<file path="config.mk">
export PLATFORM = sky130hd
export DESIGN_NAME = trace_ring_buf
export DESIGN_NICKNAME = d
export VERILOG_FILES = /design/src/rtl/trb_pkg.sv /design/src/rtl/trb_ctl.sv /design/src/rtl/trb_store.sv /design/src/rtl/trb_reader.sv /design/src/rtl/trace_ring_buf.sv
export SDC_FILE = /design/constraint.sdc
export NUM_CORES = 1
export LEC_CHECK = 0
export CORE_MARGIN = 2
export CORE_UTILIZATION = 56
export DETAILED_ROUTE_END_ITERATION = 16
export DONT_BUFFER_PORTS = 1
export PLACE_DENSITY = 0.74
export SYNTH_ARGS = -nofsm -noshare
export SYNTH_HDL_FRONTEND = slang
export SYNTH_HIERARCHICAL = 1
export SYNTH_SLANG_ARGS = --single-unit
export TNS_END_PERCENT = 30
</file>
<file path="constraint.sdc">
create_clock -name clk -period 3.6 [get_ports clk]
set_clock_uncertainty 0.15 [all_clocks]
set_input_delay 0 -clock clk [delete_from_list [all_inputs] [get_ports clk]]
set_output_delay 0 -clock clk [all_outputs]
set_load 0.01 [all_outputs]
</file>
<file path="src/rtl/trb_pkg.sv">
package trb_pkg;
   localparam int unsigned ADDR_W = 4;

   localparam logic [ADDR_W-1:0] A_CTRL  = 4'd0;
   localparam logic [ADDR_W-1:0] A_STAT  = 4'd1;
   localparam logic [ADDR_W-1:0] A_MODE  = 4'd2;
   localparam logic [ADDR_W-1:0] A_SIZE  = 4'd3;
   localparam logic [ADDR_W-1:0] A_TCNT  = 4'd4;
   localparam logic [ADDR_W-1:0] A_FCTL  = 4'd5;
   localparam logic [ADDR_W-1:0] A_DATA  = 4'd6;
   localparam logic [ADDR_W-1:0] A_RPTR  = 4'd7;
   localparam logic [ADDR_W-1:0] A_WPTR  = 4'd8;

   localparam int unsigned FC_FL_IN   = 4;
   localparam int unsigned FC_FL_TRIG = 5;
   localparam int unsigned FC_FL_MAN  = 6;
   localparam int unsigned FC_TRIG_EN = 8;
   localparam int unsigned FC_STOP_FL = 12;

   localparam int unsigned ST_TRIG = 1;
   localparam int unsigned ST_RDY  = 2;

   localparam logic [1:0] MODE_CIRC = 2'd0;

   typedef struct packed {
      logic stop_fl;
      logic trig_en;
      logic fl_trig;
      logic fl_in;
   } fctl_t;
endpackage

</file>
<file path="src/rtl/trb_ctl.sv">
module trb_ctl
   import trb_pkg::*;
#(
   parameter int unsigned AW  = 4,
   parameter int unsigned TCW = 16,
   localparam int unsigned SW    = AW + 1,
   localparam int unsigned DEPTH = 1 << AW
) (
   input  logic              clk,
   input  logic              rst_n,
   input  logic              reg_wr,
   input  logic [ADDR_W-1:0] reg_addr,
   input  logic [31:0]       reg_wdata,
   input  logic              trc_valid,
   input  logic              trig_in,
   input  logic              flush_in,
   input  logic              pipe_vld,
   output logic              active,
   output logic              accept,
   output logic              start,
   output logic              triggered,
   output logic              flush_pend,
   output fctl_t             fctl,
   output logic [1:0]        mode,
   output logic [SW-1:0]     size,
   output logic [TCW-1:0]    tcnt,
   output logic              ready
);
   logic [TCW-1:0] post_left;
   logic ctrl_wr, halt, trig_take, post_last, man_fl, flush_req, stop, size_ok;

   assign ctrl_wr   = reg_wr && (reg_addr == A_CTRL);
   assign start     = ctrl_wr && reg_wdata[0];
   assign halt      = ctrl_wr && !reg_wdata[0];
   assign accept    = active && (mode == MODE_CIRC) && trc_valid;
   assign trig_take = active && fctl.trig_en && trig_in && !triggered;
   assign post_last = accept && triggered && (post_left == TCW'(1));
   assign man_fl    = reg_wr && (reg_addr == A_FCTL) && reg_wdata[FC_FL_MAN];
   assign flush_req = man_fl || (fctl.fl_in && flush_in) || (fctl.fl_trig && trig_take);
   assign stop      = halt || (trig_take && (tcnt == '0)) || post_last
                      || (flush_pend && fctl.stop_fl);
   assign ready     = !active && !pipe_vld && !flush_pend;
   assign size_ok   = (reg_wdata != 32'd0) && (reg_wdata <= 32'(DEPTH));

   always_ff @(posedge clk or negedge rst_n) begin
      if (!rst_n) begin
         active     <= 1'b0;
         triggered  <= 1'b0;
         post_left  <= '0;
         flush_pend <= 1'b0;
         fctl       <= '0;
         mode       <= MODE_CIRC;
         size       <= SW'(DEPTH);
         tcnt       <= '0;
      end else begin
         if (start)     active <= 1'b1;
         else if (stop) active <= 1'b0;

         if (start)          triggered <= 1'b0;
         else if (trig_take) triggered <= 1'b1;

         if (trig_take)
            post_left <= tcnt;
         else if (accept && triggered && (post_left != '0))
            post_left <= post_left - TCW'(1);

         flush_pend <= flush_req;

         if (reg_wr && (reg_addr == A_FCTL)) begin
            fctl.fl_in   <= reg_wdata[FC_FL_IN];
            fctl.fl_trig <= reg_wdata[FC_FL_TRIG];
            fctl.trig_en <= reg_wdata[FC_TRIG_EN];
            fctl.stop_fl <= reg_wdata[FC_STOP_FL];
         end
         if (reg_wr && !active) begin
            if (reg_addr == A_MODE) mode <= reg_wdata[1:0];
            if (reg_addr == A_SIZE && size_ok) size <= reg_wdata[SW-1:0];
            if (reg_addr == A_TCNT) tcnt <= reg_wdata[TCW-1:0];
         end
      end
   end
endmodule

</file>
<file path="src/rtl/trb_store.sv">
module trb_store #(
   parameter int unsigned AW = 4,
   parameter int unsigned DW = 32,
   localparam int unsigned SW    = AW + 1,
   localparam int unsigned DEPTH = 1 << AW
) (
   input  logic          clk,
   input  logic          rst_n,
   input  logic          accept,
   input  logic          start,
   input  logic [DW-1:0] din,
   input  logic [SW-1:0] size,
   input  logic [AW-1:0] rd_addr,
   output logic          pipe_vld,
   output logic [AW-1:0] wr_ptr,
   output logic          wrapped,
   output logic [DW-1:0] rd_word
);
   logic [DW-1:0] pipe_data;
   logic [DW-1:0] mem [DEPTH];
   logic          at_end;

   assign at_end  = ({1'b0, wr_ptr} == (size - SW'(1)));
   assign rd_word = mem[rd_addr];

   always_ff @(posedge clk or negedge rst_n) begin
      if (!rst_n) begin
         pipe_vld  <= 1'b0;
         pipe_data <= '0;
         wr_ptr    <= '0;
         wrapped   <= 1'b0;
      end else begin
         pipe_vld  <= accept && !start;
         pipe_data <= din;
         if (start) begin
            wr_ptr  <= '0;
            wrapped <= 1'b0;
         end else if (pipe_vld) begin
            if (at_end) begin
               wr_ptr  <= '0;
               wrapped <= 1'b1;
            end else begin
               wr_ptr <= wr_ptr + AW'(1);
            end
         end
      end
   end

   always_ff @(posedge clk) begin
      if (pipe_vld) mem[wr_ptr] <= pipe_data;
   end
endmodule

</file>
<file path="src/rtl/trb_reader.sv">
module trb_reader #(
   parameter int unsigned AW = 4,
   localparam int unsigned SW = AW + 1
) (
   input  logic          clk,
   input  logic          rst_n,
   input  logic          start,
   input  logic          ready,
   input  logic          wrapped,
   input  logic [AW-1:0] wr_ptr,
   input  logic [SW-1:0] size,
   input  logic          pop,
   output logic [AW-1:0] rd_ptr,
   output logic [SW-1:0] rd_left
);
   logic ready_d, load, at_end;

   assign load   = ready && !ready_d;
   assign at_end = ({1'b0, rd_ptr} == (size - SW'(1)));

   always_ff @(posedge clk or negedge rst_n) begin
      if (!rst_n) begin
         ready_d <= 1'b1;
         rd_ptr  <= '0;
         rd_left <= '0;
      end else begin
         ready_d <= ready;
         if (start) begin
            rd_ptr  <= '0;
            rd_left <= '0;
         end else if (load) begin
            rd_ptr  <= wrapped ? wr_ptr : '0;
            rd_left <= wrapped ? size : {1'b0, wr_ptr};
         end else if (pop && (rd_left != '0)) begin
            rd_ptr  <= at_end ? '0 : rd_ptr + AW'(1);
            rd_left <= rd_left - SW'(1);
         end
      end
   end
endmodule

</file>
<file path="src/rtl/trace_ring_buf.sv">
module trace_ring_buf
   import trb_pkg::*;
#(
   parameter int unsigned AW  = 4,
   parameter int unsigned DW  = 32,
   parameter int unsigned TCW = 16,
   localparam int unsigned SW = AW + 1
) (
   input  logic              clk,
   input  logic              rst_n,
   input  logic              reg_wr,
   input  logic              reg_rd,
   input  logic [ADDR_W-1:0] reg_addr,
   input  logic [31:0]       reg_wdata,
   output logic [31:0]       reg_rdata,
   input  logic              trc_valid,
   input  logic [DW-1:0]     trc_data,
   input  logic              trig_in,
   input  logic              flush_in
);
   generate
      if (AW < 1 || AW > 12) begin : g_bad_aw
         $error("trace_ring_buf: AW must be 1..12");
      end
      if (DW < 1 || DW > 32) begin : g_bad_dw
         $error("trace_ring_buf: DW must be 1..32");
      end
      if (TCW < 1 || TCW > 32) begin : g_bad_tcw
         $error("trace_ring_buf: TCW must be 1..32");
      end
   endgenerate

   logic           active, accept, start, triggered, flush_pend, ready;
   logic           pipe_vld, wrapped, pop;
   fctl_t          fctl;
   logic [1:0]     mode;
   logic [SW-1:0]  size, rd_left;
   logic [TCW-1:0] tcnt;
   logic [AW-1:0]  wr_ptr, rd_ptr;
   logic [DW-1:0]  rd_word;
   logic [31:0]    fctl_word;

   assign pop = reg_rd && (reg_addr == A_DATA);

   trb_ctl #(.AW(AW), .TCW(TCW)) u_ctl (
      .clk, .rst_n, .reg_wr, .reg_addr, .reg_wdata, .trc_valid, .trig_in, .flush_in,
      .pipe_vld, .active, .accept, .start, .triggered, .flush_pend, .fctl,
      .mode, .size, .tcnt, .ready
   );

   trb_store #(.AW(AW), .DW(DW)) u_store (
      .clk, .rst_n, .accept, .start, .din(trc_data), .size, .rd_addr(rd_ptr),
      .pipe_vld, .wr_ptr, .wrapped, .rd_word
   );

   trb_reader #(.AW(AW)) u_rdr (
      .clk, .rst_n, .start, .ready, .wrapped, .wr_ptr, .size, .pop, .rd_ptr, .rd_left
   );

   always_comb begin
      fctl_word             = '0;
      fctl_word[FC_FL_IN]   = fctl.fl_in;
      fctl_word[FC_FL_TRIG] = fctl.fl_trig;
      fctl_word[FC_FL_MAN]  = flush_pend;
      fctl_word[FC_TRIG_EN] = fctl.trig_en;
      fctl_word[FC_STOP_FL] = fctl.stop_fl;
   end

   always_ff @(posedge clk or negedge rst_n) begin
      if (!rst_n) begin
         reg_rdata <= '0;
      end else if (reg_rd) begin
         case (reg_addr)
            A_CTRL:  reg_rdata <= {31'd0, active};
            A_STAT:  reg_rdata <= {29'd0, ready, triggered, 1'b0};
            A_MODE:  reg_rdata <= {30'd0, mode};
            A_SIZE:  reg_rdata <= 32'(size);
            A_TCNT:  reg_rdata <= 32'(tcnt);
            A_FCTL:  reg_rdata <= fctl_word;
            A_DATA:  reg_rdata <= (rd_left != '0) ? 32'(rd_word) : 32'hFFFF_FFFF;
            A_RPTR:  reg_rdata <= 32'(rd_ptr);
            A_WPTR:  reg_rdata <= 32'(wr_ptr);
            default: reg_rdata <= '0;
         endcase
      end
   end
endmodule

</file>
# After elaboration in Yosys (flattened, before gate mapping)
# Memory sizes are Yosys's and may differ from the RTL's.
# Cells that the tools add are included.
[totals]
reg_bits = 126
latchBits = 0
ram_bits = 512
mem_bits_ro = 0
inputBits = 75
out_inout_bits = 32
n_memories = 1
[mem_list]
columns = ["memory", "depth", "word_bits", "rd", "rd_clocked_by_memory_dff", "wr", "line", "source"]
rows = [
  ["u_store.mem", 16, 32, 1, 0, 1, "trb_store.sv:20", "logic [DW-1:0] mem [DEPTH];"],
]
[classes]
add_sub_neg = 5
mul = 0
div = 0
magnitude_cmp = 1
eq_ne = 11
n_shift = 0
mux = 25
bitwise = 0
reduce_logical = 54
[ops]
columns = ["operator", "count"]
rows = [
  ["$pmux W32 S9", 1],
  ["$le A32 B5 Y1 const B", 1],
  ["$mux W16", 2],
  ["$mux W32", 1],
  ["$mux W4", 8],
  ["$reduce_bool A32 Y1", 1],
  ["$logic_and A1 B1 Y1", 26],
  ["$mux W5", 4],
  ["$eq A16 B1 Y1 const B", 1],
  ["$eq A4 B3 Y1 const B", 4],
  ["$logic_not A16 Y1", 1],
  ["$reduce_bool A16 Y1", 1],
  ["$sub A16 B1 Y16 const B", 1],
  ["$eq A4 B5 Y1", 2],
  ["$reduce_bool A2 Y1", 5],
  ["$sub A5 B1 Y5 const B", 2],
  ["$mux W1", 9],
  ["$add A4 B1 Y4 const B", 2],
  ["$eq A4 B2 Y1 const B", 2],
  ["$reduce_and A2 Y1", 4],
  ["$logic_not A1 Y1", 7],
  ["$logic_or A1 B1 Y1", 5],
  ["$reduce_bool A5 Y1", 1],
  ["$eq A4 B1 Y1 const B", 1],
  ["other kinds (4)", 4],
]

# Longest topological paths before layout
# Gate-level depths: netlist of the first run.
[logic_depth]
word_depth = 9
depth_mapped = 9
mapped_depth_nobuf = 8

# Modules after synthesis
# The synthesis of the first run kept the hierarchy.
[modules_own_cells]
columns = ["module", "instances", "cells_each", "area_per_inst_um2", "seq_area_each_um2"]
rows = [
  ["trb_store", 1, 884, 20469.6, 16325.7],
  ["trb_ctl", 1, 222, 2408.6, 1152.4],
  ["trace_ring_buf", 1, 193, 1813.0, 800.8],
  ["trb_reader", 1, 90, 827.0, 251.5],
]

# Worst setup path after synthesis of the first run
# Ideal clock, no wire load.
[synth_path]
kind = "reg2reg"
from = "register u_store.wr_ptr[0]"
to = "memory u_store.mem[5][0] (enable)"
arrival_ns = 3.208
t_required_ns = 2.982
setup_slack_ns = -0.226
stages_incl_launch_ff = 4
path_buffers = 0
period_less_slack_ns = 3.826
path_cell_list = "dfrtp_1 -> ha_1 -> nand2_1 -> nor3b_1"
[synth_rtl]
columns = ["element", "line", "source"]
rows = [
  ["start: declaration", "trb_store.sv:15", "output logic [AW-1:0] wr_ptr,"],
  ["start signal: assignment", "trb_store.sv:43", "wr_ptr <= wr_ptr + AW'(1);"],
  ["end: declaration", "trb_store.sv:20", ""],
]
# No word-level cell before the write port.

# Final worst setup path of the first run
[layout_path]
from = "input port reg_addr[2]"
to = "register u_ctl.size[3]"
[layout_via]
elab_chain_len = 3
[layout_lines]
columns = ["element", "line", "source"]
rows = [
  ["start: declaration", "trace_ring_buf.sv:13", "input logic [ADDR_W-1:0] reg_addr,"],
  ["$eq A4 B2 Y1", "trb_ctl.sv:77", "if (reg_addr == A_SIZE && size_ok) size <= reg_wdata[SW-1:0];"],
  ["$logic_and A1 B1 Y1", "trb_ctl.sv:77", ""],
  ["$reduce_and A2 Y1 (no source line)", "n/a", ""],
  ["end signal: assignment", "trb_ctl.sv:53", "size <= SW'(DEPTH);"],
  ["end signal: assignment", "trb_ctl.sv:77", ""],
  ["end: declaration", "trb_ctl.sv:25", "output logic [SW-1:0] size,"],
]
# No other way between the ends.
# A chain may end at the register's enable or synchronous reset.

==> results of run 1 <==
[cell type report]
cell class | instances | share of cell area
clock buffers | 80 | 0.0556
well taps | 600 | 0.0253
flip-flops and latches | 638 | 0.626
clock inverters | 35 | 0.0133
repair buffers | 156 | 0.0548
inverters | 34 | 0.00431
multi-input cells | 642 | 0.221
[worst min path at each step]
stage,slack (ns),to,depth (start not counted),from
3_5_place_dp,-0.43,reg_rdata[31],0,rst_n
6_report,0.04,u_ctl/mode[1],2,reg_wdata[1]
2_1_floorplan,-0.45,reg_rdata[0],0,rst_n
5_1_grt,0.04,u_ctl/mode[1],2,reg_wdata[1]
3_3_place_gp,-0.44,reg_rdata[31],0,rst_n
4_1_cts,0.003,u_ctl/mode[1],2,reg_wdata[1]
[per-layer routing]
| metal | wire length, um | GRT usage | up-vias |
|---|---|---|---|
| met5 | 0 | 0 | - |
| met4 | 1170 | 0.0731 | 0 |
| met3 | 6050 | 0.0587 | 83 |
| met2 | 29200 | 0.416 | 718 |
| met1 | 24300 | 0.377 | 7301 |
| li1 | - | - | 5918 |
[critical path: stages]
cell	delay [ns]
sky130_fd_sc_hd__dlygate4sd3_1	0.79
sky130_fd_sc_hd__or3b_1	0.49
sky130_fd_sc_hd__or3b_1	0.37
sky130_fd_sc_hd__dlygate4sd3_1	0.62
sky130_fd_sc_hd__nor4_4	0.28
sky130_fd_sc_hd__dlygate4sd3_1	0.72
sky130_fd_sc_hd__mux2_2	0.37
[power by group through the flow]
stage,logic [mW],clock network [mW],registers [mW]
6_report,2.75,6.45,8.87
5_1_grt,2.99,6.85,8.92
4_1_cts,2.77,6.55,8.86
3_5_place_dp,2.55,0,9.01
3_3_place_gp,2.50,0,8.99
2_1_floorplan,2.26,0,8.70
[layout by cell type, fill, tap and decap left out, types with 6 or more instances in the layout]
cell | netlist | final
sky130_fd_sc_hd__a211oi_1 | 10 | 10
sky130_fd_sc_hd__a21oi_1 | 14 | 14
sky130_fd_sc_hd__a22oi_1 | 75 | 75
sky130_fd_sc_hd__and2_2 | 0 | 13
sky130_fd_sc_hd__buf_12 | 0 | 9
sky130_fd_sc_hd__buf_4 | 11 | 25
sky130_fd_sc_hd__bufinv_16 | 0 | 6
sky130_fd_sc_hd__clkbuf_1 | 31 | 14
sky130_fd_sc_hd__clkbuf_16 | 0 | 61
sky130_fd_sc_hd__clkinv_2 | 0 | 13
sky130_fd_sc_hd__clkinvlp_4 | 0 | 6
sky130_fd_sc_hd__dfrtp_1 | 124 | 122
sky130_fd_sc_hd__dlygate4sd3_1 | 0 | 120
sky130_fd_sc_hd__edfxtp_1 | 512 | 512
sky130_fd_sc_hd__ha_1 | 12 | 12
sky130_fd_sc_hd__inv_1 | 34 | 34
sky130_fd_sc_hd__mux2_2 | 28 | 28
sky130_fd_sc_hd__mux2i_1 | 14 | 14
sky130_fd_sc_hd__mux4_2 | 128 | 128
sky130_fd_sc_hd__nand2_1 | 72 | 72
sky130_fd_sc_hd__nand2b_1 | 6 | 6
sky130_fd_sc_hd__nand3_1 | 24 | 24
sky130_fd_sc_hd__nand4b_1 | 6 | 6
sky130_fd_sc_hd__nor2_1 | 25 | 23
sky130_fd_sc_hd__nor3_1 | 21 | 20
sky130_fd_sc_hd__nor4_1 | 14 | 14
sky130_fd_sc_hd__o211ai_1 | 23 | 23
sky130_fd_sc_hd__o21ai_0 | 30 | 30
sky130_fd_sc_hd__xnor2_1 | 9 | 9
sky130_fd_sc_hd__xor2_1 | 10 | 10
[through the flow]
stage | setup slack, ns | util | TNS, ns | cell area [um2] | hold WS, ns
finish | 0.314 | 0.656 | 0 | 29600 | 0.0392
global route | 0.189 | 0.656 | 0 | 29600 | 0.0369
CTS | 0.418 | 0.656 | 0 | 29600 | 0.00298
detailed placement | 0.764 | 0.582 | 0 | 26300 | -0.434
global placement | 0.781 | 0.582 | 0 | 26300 | -0.435
floorplan | -0.222 | - | -7.62 | 25500 | -0.446
[flip-flops by register name, indices dropped and copies added, names as in the netlist, 2 cells and up]
signal	flops
u_ctl/tcnt	16
u_store/mem	512
u_ctl/mode	2
u_ctl/size	5
u_ctl/post_left	16
u_ctl/fctl	4
u_store/pipe_data	32
u_rdr/rd_ptr	4
u_store/wr_ptr	4
u_rdr/rd_left	5
reg_rdata	32
[kinds of logic (layout without fill, tap and decap cells)]
kind of cell | Yosys count | after routing
flip-flops | 638 | 638
AND/OR/NAND/NOR | 234 | 234
AO/OA/AOI/OAI | 205 | 205
multiplexers | 172 | 172
buffers and inverters | 109 | 305
XOR/XNOR | 19 | 19
adder cells (fa/ha/maj) | 12 | 12
[timing repair]
action	in CTS	in global routing
setup endpoints to repair	0	0
endpoints found under the hold margin	247	0
setup buffers	0	0
hold buffers	123	0
==> flow_summary.yaml, run 1 <==
outcome:
  run_status: "completed"
grt:
  globalRoute.totalOverflow: 0
  grt_max_degree: 127
  global_route.usage.total: 0.264
  antenna_found_initial: 0
  grt_pass1_vias: 14400
  first_pass_grt_wire_length_um: 91600
yosys:
  synth_xor_area_frac: 0.00652
  post_synth_and_or_nand_nor_area_fraction: 0.0511
  synth_area_mm2: 0.0255
  average_cell_area_after_synthesis_um2: 18.4
  synth_top_cells_by_area: "sky130_fd_sc_hd__edfxtp_1 (60%), sky130_fd_sc_hd__dfrtp_1 (12%), sky130_fd_sc_hd__mux4_2 (11%)"
  yosysTopAreaCell: "sky130_fd_sc_hd__edfxtp_1"
  synth-seq-area-share: 0.726
  number_of_synthesized_flops_with_an_enable_pin: 512
  synth_commonest_cells: "sky130_fd_sc_hd__edfxtp_1 (512), sky130_fd_sc_hd__mux4_2 (128), sky130_fd_sc_hd__dfrtp_1 (124)"
  synthMostInstantiatedCell: "sky130_fd_sc_hd__edfxtp_1"
  synth_compound_gate_area_share: 0.0583
  yosys.area.top_type_share: 0.603
  ys_types: 82
  synthMuxAreaShare: 0.132
  syn-num-nets: 1476
  yosys_register_bits: 638
  synthAdderAreaFrac: 0.00588
  synth.yosys.warnings: 6
  synthesis.instances: 1389
  main_combinational_cell_family_by_area_after_synthesis: "multiplexers"
  asyncSetResetFlopFracSynth: 0.197
  dominantRegCellSynth: "sky130_fd_sc_hd__edfxtp_1"
floorplanning:
  coreArea_mm2: 0.0452
  starting_utilization_of_the_core_area: 0.565
  area_of_the_die_mm2: 0.0473
  rows: 78
  pin_count: 107
  die-height_um: 217
  floorplan.die.width_um: 217
finish:
  design.final.nets: 1620
  regArea_mm2: 0.0185
  multi_input_area_mm2: 0.00655
  finalNonFillerCells: 2185
  area_delta_synth_final_pct: 16.1
  filler_cell_count: 2915
  diodes: 0
  drive_gt1_frac: 0.208
pwr:
  flop_pwr_share: 0.491
  leakage_nw: 10.0
  netSwitchingFraction: 0.255
  cell_internal_pwr_mw: 13.5
  fin_total_pwr_mw: 18.1
  worst_ir_drop_vdd_mv: 0.479
  power_density_mw_per_mm2: 610
  comb_power_share: 0.152
  clock_group_share_of_total_power: 0.357
  switching_power_mw: 4.61
detailed_routing:
  detail-route-antenna-nets: 0
  drc: 0
  route.detailed.wl_per_inst_um: 27.8
  drt_iter0_markers: 1919
  routed_wl_um: 60700
  route.detailed.vias_per_inst: 6.42
  vias_after_detailed_routing: 14000
  detail_route.first_pass.iterations: 5
clocking:
  cts_buffers: 61
  postCtsResizedCells: 0
  cts_h_tree_lvls: 2
  tritoncts: "yes"
  clk_transition_reported_paths_ns: 0.06
  root_buffer: "sky130_fd_sc_hd__clkbuf_16"
  cts_max_path_buffers: 3
  clk_latency_ns: 0.64
  numClockSinks: 638
timing:
  final_max_slew_viol_count: 0
  setup-violations-final: 0
  relSlewSlack: 0.360
  minimum_clock_period_after_layout_ns: 3.29
  rsz_0062_raised_after_global_routing: "false"
  hold_violations: 0
  clock.fmax_ghz: 0.304
  tightest_slew_ns: 0.957
  post-route-period-util: 0.913
critical_path:
  endpoint_of_the_worst_slack_reg_to_reg_timing_path: "reg_rdata[22]"
  endpoint: "u_ctl/size[3]"
  launch_point_of_the_worst_path: "reg_addr[2]"
  timing.critical_path.required_ns: 3.95
  ff_to_ff_setup_slack_ns: 0.44
  worstSetupEndpointType: "flop"
  number_of_cells_traversed_by_the_worst_register_to_register_path: 7
  setup.worst_path.class: "input pin to flop"
  critical_path.max_fanout: 17
  worst_r2r_startpoint: "u_rdr/rd_ptr[0]"
  critPathLaunchType: "input pin"
  cp_data_arrival_time_ns: 3.64
placement:
  post-dp-hpwl_um: 31300
  buffer_ports.inserted: 0
  dp_cells: 1947
  gp_congestion: 0.837
min_path:
  min_path_type: "input pin to flop"
flow_run:
  cap_violations: 0
(Power assumes the default switching activity.)
==> run 2, diff against run 1 <==
--- a/config.mk
+++ b/config.mk
@@ -7,2 +7,3 @@
 export LEC_CHECK = 0
+export ABC_AREA = 1
 export CORE_MARGIN = 2
--- a/constraint.sdc
+++ b/constraint.sdc
@@ -4,2 +4,2 @@
 set_output_delay 0 -clock clk [all_outputs]
-set_load 0.01 [all_outputs]
+set_load 0.005 [all_outputs]
==> flow_summary.yaml, run 2 <==
grt:
  globalRoute.totalOverflow: 0
  grt_pass1_vias: 18400
  antenna_found_initial: 2
  grt_max_degree: 105
  first_pass_grt_wire_length_um: 103000
  global_route.usage.total: 0.265
floorplanning:
  die-height_um: 227
  rows: 81
  area_of_the_die_mm2: 0.0513
  coreArea_mm2: 0.0490
  starting_utilization_of_the_core_area: 0.567
  pin_count: 107
  floorplan.die.width_um: 227
yosys:
  synthesis.instances: 2547
  post_synth_and_or_nand_nor_area_fraction: 0.144
  synth_area_mm2: 0.0277
  ys_types: 42
  main_combinational_cell_family_by_area_after_synthesis: "simple AND/OR/NAND/NOR gates"
  synth_top_cells_by_area: "sky130_fd_sc_hd__edfxtp_1 (55%), sky130_fd_sc_hd__dfrtp_1 (11%), sky130_fd_sc_hd__nand2_1 (6.6%)"
  synthAdderAreaFrac: 0.00541
  synthMostInstantiatedCell: "sky130_fd_sc_hd__edfxtp_1"
  synthMuxAreaShare: 0.000406
  average_cell_area_after_synthesis_um2: 10.9
  number_of_synthesized_flops_with_an_enable_pin: 512
  dominantRegCellSynth: "sky130_fd_sc_hd__edfxtp_1"
  yosys_register_bits: 638
  synth_commonest_cells: "sky130_fd_sc_hd__edfxtp_1 (512), sky130_fd_sc_hd__nand2_1 (487), sky130_fd_sc_hd__inv_1 (385)"
  synth-seq-area-share: 0.668
  syn-num-nets: 2634
  synth.yosys.warnings: 6
  synth_compound_gate_area_share: 0.0960
  synth_xor_area_frac: 0.00253
  yosysTopAreaCell: "sky130_fd_sc_hd__edfxtp_1"
  asyncSetResetFlopFracSynth: 0.197
  yosys.area.top_type_share: 0.554
critical_path:
  crit_path_max_incr_delay_ns: 0.88
  critPathLaunchType: "flop"
  cp_slowest_cell: "sky130_fd_sc_hd__dfrtp_4"
  ff_to_ff_setup_slack_ns: 0.47
  critical_path.max_fanout: 57
  worstPathCellList: "buf_4 -> a21oi_1 -> o21ai_0 -> nand3_1 -> nand3_1 -> nand2_1 -> inv_1 -> nand2_1 -> nand2_1 -> nand3_1 -> dlygate4sd3_1 -> nand2_1 -> nand2_1"
  critPathMostFrequentCell: "sky130_fd_sc_hd__nand2_1"
  cp_data_arrival_time_ns: 3.47
  worstSetupEndpointType: "flop"
  setup.worst_path.class: "flop to flop"
  timing.critical_path.required_ns: 3.94
placement:
  buffer_ports.inserted: 0
  post_place_cell_area_mm2: 0.0284
  gp_congestion: 0.876
  post-dp-hpwl_um: 38600
detailed_routing:
  drc: 0
  routed_wl_um: 67300
  drt_iter0_markers: 2227
  route.detailed.wl_per_inst_um: 19.9
  detail-route-antenna-nets: 0
  detail_route.first_pass.iterations: 6
  vias_after_detailed_routing: 19200
  route.detailed.vias_per_inst: 5.67
finish:
  mostFrequentLayoutCells: "sky130_fd_sc_hd__edfxtp_1 (512), sky130_fd_sc_hd__nand2_1 (487), sky130_fd_sc_hd__inv_1 (385)"
  reg.largest.list: "u_store/mem x512, reg_rdata x32, u_store/pipe_data x32"
  largest_reg_flops: 512
  final_area_mm2: 0.0318
  final_common_cell: "sky130_fd_sc_hd__edfxtp_1"
  drive_gt1_frac: 0.0766
  area_delta_synth_final_pct: 14.5
  filler_cell_count: 3639
  registers.top_by_ff_count: "u_store/mem"
  design.final.nets: 2749
  utilization: 0.649
pwr:
  power_density_mw_per_mm2: 696
  worst_ir_drop_vdd_mv: 0.457
  leakage_nw: 12.7
timing:
  tightest_slew_ns: 1.06
  hold_violations: 0
  setup-violations-final: 0
  clock.fmax_ghz: 0.319
  timing.setup.tns_ns: 0
  post-route-period-util: 0.871
  rsz_0062_raised_after_global_routing: "false"
  minimum_clock_period_after_layout_ns: 3.13
  relSlewSlack: 0.291
  final_max_slew_viol_count: 0
clocking:
  cts_h_tree_lvls: 3
  numClockSinks: 638
  clk_latency_ns: 0.60
  clk_transition_reported_paths_ns: 0.06
  tritoncts: "yes"
  cts.repair_timing.setup_buffer_count: 0
  cts_max_path_buffers: 3
  postCtsResizedCells: 0
  cts_buffers: 67
  post_cts_hold_buffer_count: 120
  root_buffer: "sky130_fd_sc_hd__clkbuf_16"
outcome:
  run_status: "completed"
min_path:
  min_path_type: "input pin to flop"
flow_run:
  cap_violations: 0
-- run 2: changes by cell type after synthesis, moves of 27 or more --
cell	before	now
sky130_fd_sc_hd__a22oi_1	75	0
sky130_fd_sc_hd__a21oi_1	14	147
sky130_fd_sc_hd__mux4_2	128	0
sky130_fd_sc_hd__o21ai_1	5	70
sky130_fd_sc_hd__nor2_1	25	109
sky130_fd_sc_hd__o21ai_0	30	97
sky130_fd_sc_hd__buf_6	3	35
sky130_fd_sc_hd__nand2_1	72	487
sky130_fd_sc_hd__o211ai_1	23	131
sky130_fd_sc_hd__nand3_1	24	277
sky130_fd_sc_hd__mux2_2	28	1
sky130_fd_sc_hd__inv_1	34	385
-- run 2: per-stage QoR --
step	instances	hold WS, ns	worst slack (ns)	total power, mW
6_report	3381	0.0517	0.466	22.1
5_1_grt	3381	0.0521	0.270	23.3
4_1_cts	3380	0.0155	0.539	22.1
3_5_place_dp	3137	-0.441	1.04	15.2
3_3_place_gp	3137	-0.442	1.10	15.0
2_1_floorplan	2547	-0.446	0.859	13.8
-- run 2: cell families after synthesis --
group           count (synthesis)
compound gates                459
xor+xnor                        8
fa+ha+maj                      12
buf+inv                       515
flops                         638
mux                             1
simple gates                  914
-- run 2: area by class of cell --
cell class | instances | area (um2) | area share
well taps | 664 | 831 | 0.0262
clock buffers | 98 | 1890 | 0.0596
repair buffers | 167 | 1780 | 0.0559
inverters | 394 | 1480 | 0.0466
diodes | 1 | 2.50 | 0.0000788
multi-input cells | 1394 | 7000 | 0.220
flip-flops and latches | 638 | 18500 | 0.584
clock inverters | 25 | 245 | 0.00772
-- run 2: worst paths after layout --
| path | from | cells past startpoint | endpoint |
|---|---|---|---|
| worst max-delay path | u_rdr/rd_ptr[0] | 13 | reg_rdata[1] |
| worst min-delay path | reg_wdata[6] | 3 | u_ctl/tcnt[6] |
| worst max register to register | u_rdr/rd_ptr[0] | 13 | reg_rdata[1] |
| worst min register to register | u_ctl/flush_pend | 1 | u_rdr/ready_d |
| max in group asynchronous | rst_n | 4 | u_store/pipe_data[2] |
| min in group asynchronous | rst_n | 3 | reg_rdata[18] |
-- run 2: report_power, final --
part | switching, mW | internal, mW | leakage, nW
Combinational | 4.24 | 2.16 | 5.50
Clock | 2.83 | 3.90 | 1.05
Sequential | 0.653 | 8.33 | 6.19
Total | 7.72 | 14.4 | 12.7
-- run 2: metal layers --
layer  vias to the layer above  wire length [um]  global-route usage
met1                      9228             27000               0.351
li1                       8903                 -                   -
met4                         2              1990              0.0968
met5                         -                13                   0
met2                       892             32700               0.435
met3                       148              5640              0.0566
-- run 2: critical path: cells and delay by family (launching register included) --
family	cells	cell delay, ns
buffers and inverters	3	1.04
AOI/OAI and AO/OA	2	0.21
and+or+nand+nor	8	0.68
DFF	1	0.88
==> run 3, diff against run 2 <==
Settings changed: CORE_UTILIZATION 56 to 50, PLACE_DENSITY 0.74 to default.
Clock period 3.6 ns to 3.42 ns, I/O delays scaled along.
==> flow_summary.yaml, run 3 (synthesized netlist as in run 2, its figures left out) <==
outcome:
  run_status: "completed"
detailed_routing:
  drc: 0
  routed_wl_um: 70100
  route.detailed.vias_per_inst: 5.44
  detail_route.first_pass.iterations: 5
  route.detailed.wl_per_inst_um: 20.2
  drt_iter0_markers: 1663
  vias_after_detailed_routing: 18900
  detail-route-antenna-nets: 0
timing:
  setup-violations-final: 0
  timing.setup.tns_ns: 0
  finalWorstSetupSlack_ns: 0.276
  final_max_slew_viol_count: 0
  rsz_0062_raised_after_global_routing: "false"
  post-route-period-util: 0.919
  clock.fmax_ghz: 0.318
  minimum_clock_period_after_layout_ns: 3.14
  relSlewSlack: 0.126
  hold_violations: 0
  tightest_slew_ns: 1.31
critical_path:
  number_of_cells_traversed_by_the_worst_register_to_register_path: 9
  critical_path.max_fanout: 18
  cp_data_arrival_time_ns: 3.53
  ff_to_ff_setup_slack_ns: 0.28
  worst_r2r_startpoint: "u_rdr/rd_left[1]"
  setup.worst_path.class: "flop to flop"
  worstSetupEndpointType: "flop"
  timing.critical_path.required_ns: 3.81
  endpoint_of_the_worst_slack_reg_to_reg_timing_path: "reg_rdata[0]"
  critPathLaunchType: "flop"
clocking:
  root_buffer: "sky130_fd_sc_hd__clkbuf_16"
  cts_max_path_buffers: 3
  cts_buffers: 69
  cts.repair_timing.setup_buffer_count: 0
  clk_transition_reported_paths_ns: 0.06
  post_cts_hold_buffer_count: 124
  numClockSinks: 638
  tritoncts: "yes"
  clk_latency_ns: 0.61
  postCtsResizedCells: 0
  cts_h_tree_lvls: 3
finish:
  drive_gt1_frac: 0.0781
  area_delta_synth_final_pct: 15.2
  largest_reg_flops: 512
  design.final.nets: 2760
  final_area_mm2: 0.0319
  reg.largest.list: "u_store/mem x512, reg_rdata x32, u_store/pipe_data x32"
  registers.top_by_ff_count: "u_store/mem"
  mostFrequentLayoutCells: "sky130_fd_sc_hd__edfxtp_1 (512), sky130_fd_sc_hd__nand2_1 (487), sky130_fd_sc_hd__inv_1 (385)"
  final_common_cell: "sky130_fd_sc_hd__edfxtp_1"
  diodes: 0
grt:
  first_pass_grt_wire_length_um: 109000
  global_route.usage.total: 0.251
  globalRoute.totalOverflow: 0
  antenna_found_initial: 0
  grt_max_degree: 127
  grt_pass1_vias: 18500
floorplanning:
  area_of_the_die_mm2: 0.0574
  rows: 86
  starting_utilization_of_the_core_area: 0.504
  coreArea_mm2: 0.0550
  die-height_um: 240
  pin_count: 107
  floorplan.die.width_um: 240
placement:
  post_place_cell_area_mm2: 0.0285
  buffer_ports.inserted: 0
  gp_congestion: 0.869
  post-dp-hpwl_um: 42700
  detailedPlace.worstSlack_ns: 0.806
pwr:
  leakage_nw: 12.8
  clock_group_share_of_total_power: 0.305
  power_density_mw_per_mm2: 740
  flop_pwr_share: 0.401
  netSwitchingFraction: 0.349
  switching_power_mw: 8.24
  worst_ir_drop_vdd_mv: 0.440
  cell_internal_pwr_mw: 15.4
  comb_power_share: 0.294
min_path:
  min_path_type: "input pin to flop"
  hold_start: "reg_wdata[8]"
  hold_endpoint: "u_ctl/tcnt[8]"
  hold_depth: 3
flow_run:
  cap_violations: 0
==> run 3: worst max-delay path by stage <==
stage | startpoint | cells after the start | to | slack, ns
2_1_floorplan | u_store/wr_ptr[0] | 4 | u_store/mem[6][0] | 0.68
3_3_place_gp | u_rdr/rd_left[1] | 8 | reg_rdata[0] | 0.80
3_5_place_dp | u_rdr/rd_left[2] | 8 | reg_rdata[0] | 0.81
4_1_cts | u_rdr/rd_left[1] | 9 | reg_rdata[0] | 0.25
5_1_grt | u_rdr/rd_ptr[0] | 13 | reg_rdata[4] | 0.10
6_report | u_rdr/rd_left[1] | 9 | reg_rdata[0] | 0.28
==> run 3: metrics by stage <==
step / hold WS (ns) / total power, mW / util / instances
after floorplan: -0.446 / 14.6 / - / 2547
after global placement: -0.440 / 16.3 / 0.518 / 3226
after detailed placement: -0.440 / 16.4 / 0.518 / 3226
after CTS: 0.0155 / 23.8 / 0.581 / 3475
after global routing: 0.0584 / 25.0 / 0.581 / 3475
final: 0.0493 / 23.6 / 0.581 / 3475
==> run 3: critical path, stage by stage, from the launching register on <==
cell                            delay [ns]
sky130_fd_sc_hd__dfrtp_1              0.41
sky130_fd_sc_hd__nor2_1               0.12
sky130_fd_sc_hd__nand3b_1             0.90
sky130_fd_sc_hd__buf_4                0.58
sky130_fd_sc_hd__nand2_1              0.12
sky130_fd_sc_hd__nand2_1              0.06
sky130_fd_sc_hd__nand3_1              0.08
sky130_fd_sc_hd__nand2_1              0.05
sky130_fd_sc_hd__dlygate4sd3_1        0.56
sky130_fd_sc_hd__nand2_1              0.06
==> run 3: power groups by stage <==
| stage | sequential, mW | clock [mW] | combinational [mW] |
|---|---|---|---|
| after global routing | 9.54 | 7.68 | 7.79 |
| after global placement | 9.61 | 0 | 6.70 |
| after floorplan | 9.22 | 0 | 5.34 |
| after CTS | 9.47 | 7.39 | 6.95 |
| after detailed placement | 9.62 | 0 | 6.75 |
| final | 9.47 | 7.22 | 6.95 |
==> run 3: final cells by class <==
type / instances / area, um2
clock inverter: 25 / 213
clock buffer: 100 / 1970
multi-input combinational: 1394 / 7000
fill: 4572 / 23000
tap: 748 / 936
sequential: 638 / 18500
timing repair buffer: 176 / 1810
inverter: 394 / 1480
==> run 3: routing by layer <==
metal  routed length [um]  GRT usage  vias up
li1                     -          -     8919
met1                29300      0.330     9243
met2                34500      0.422      609
met3                 4150     0.0430      123
met4                 2230     0.0843        0
met5                    0          0        -
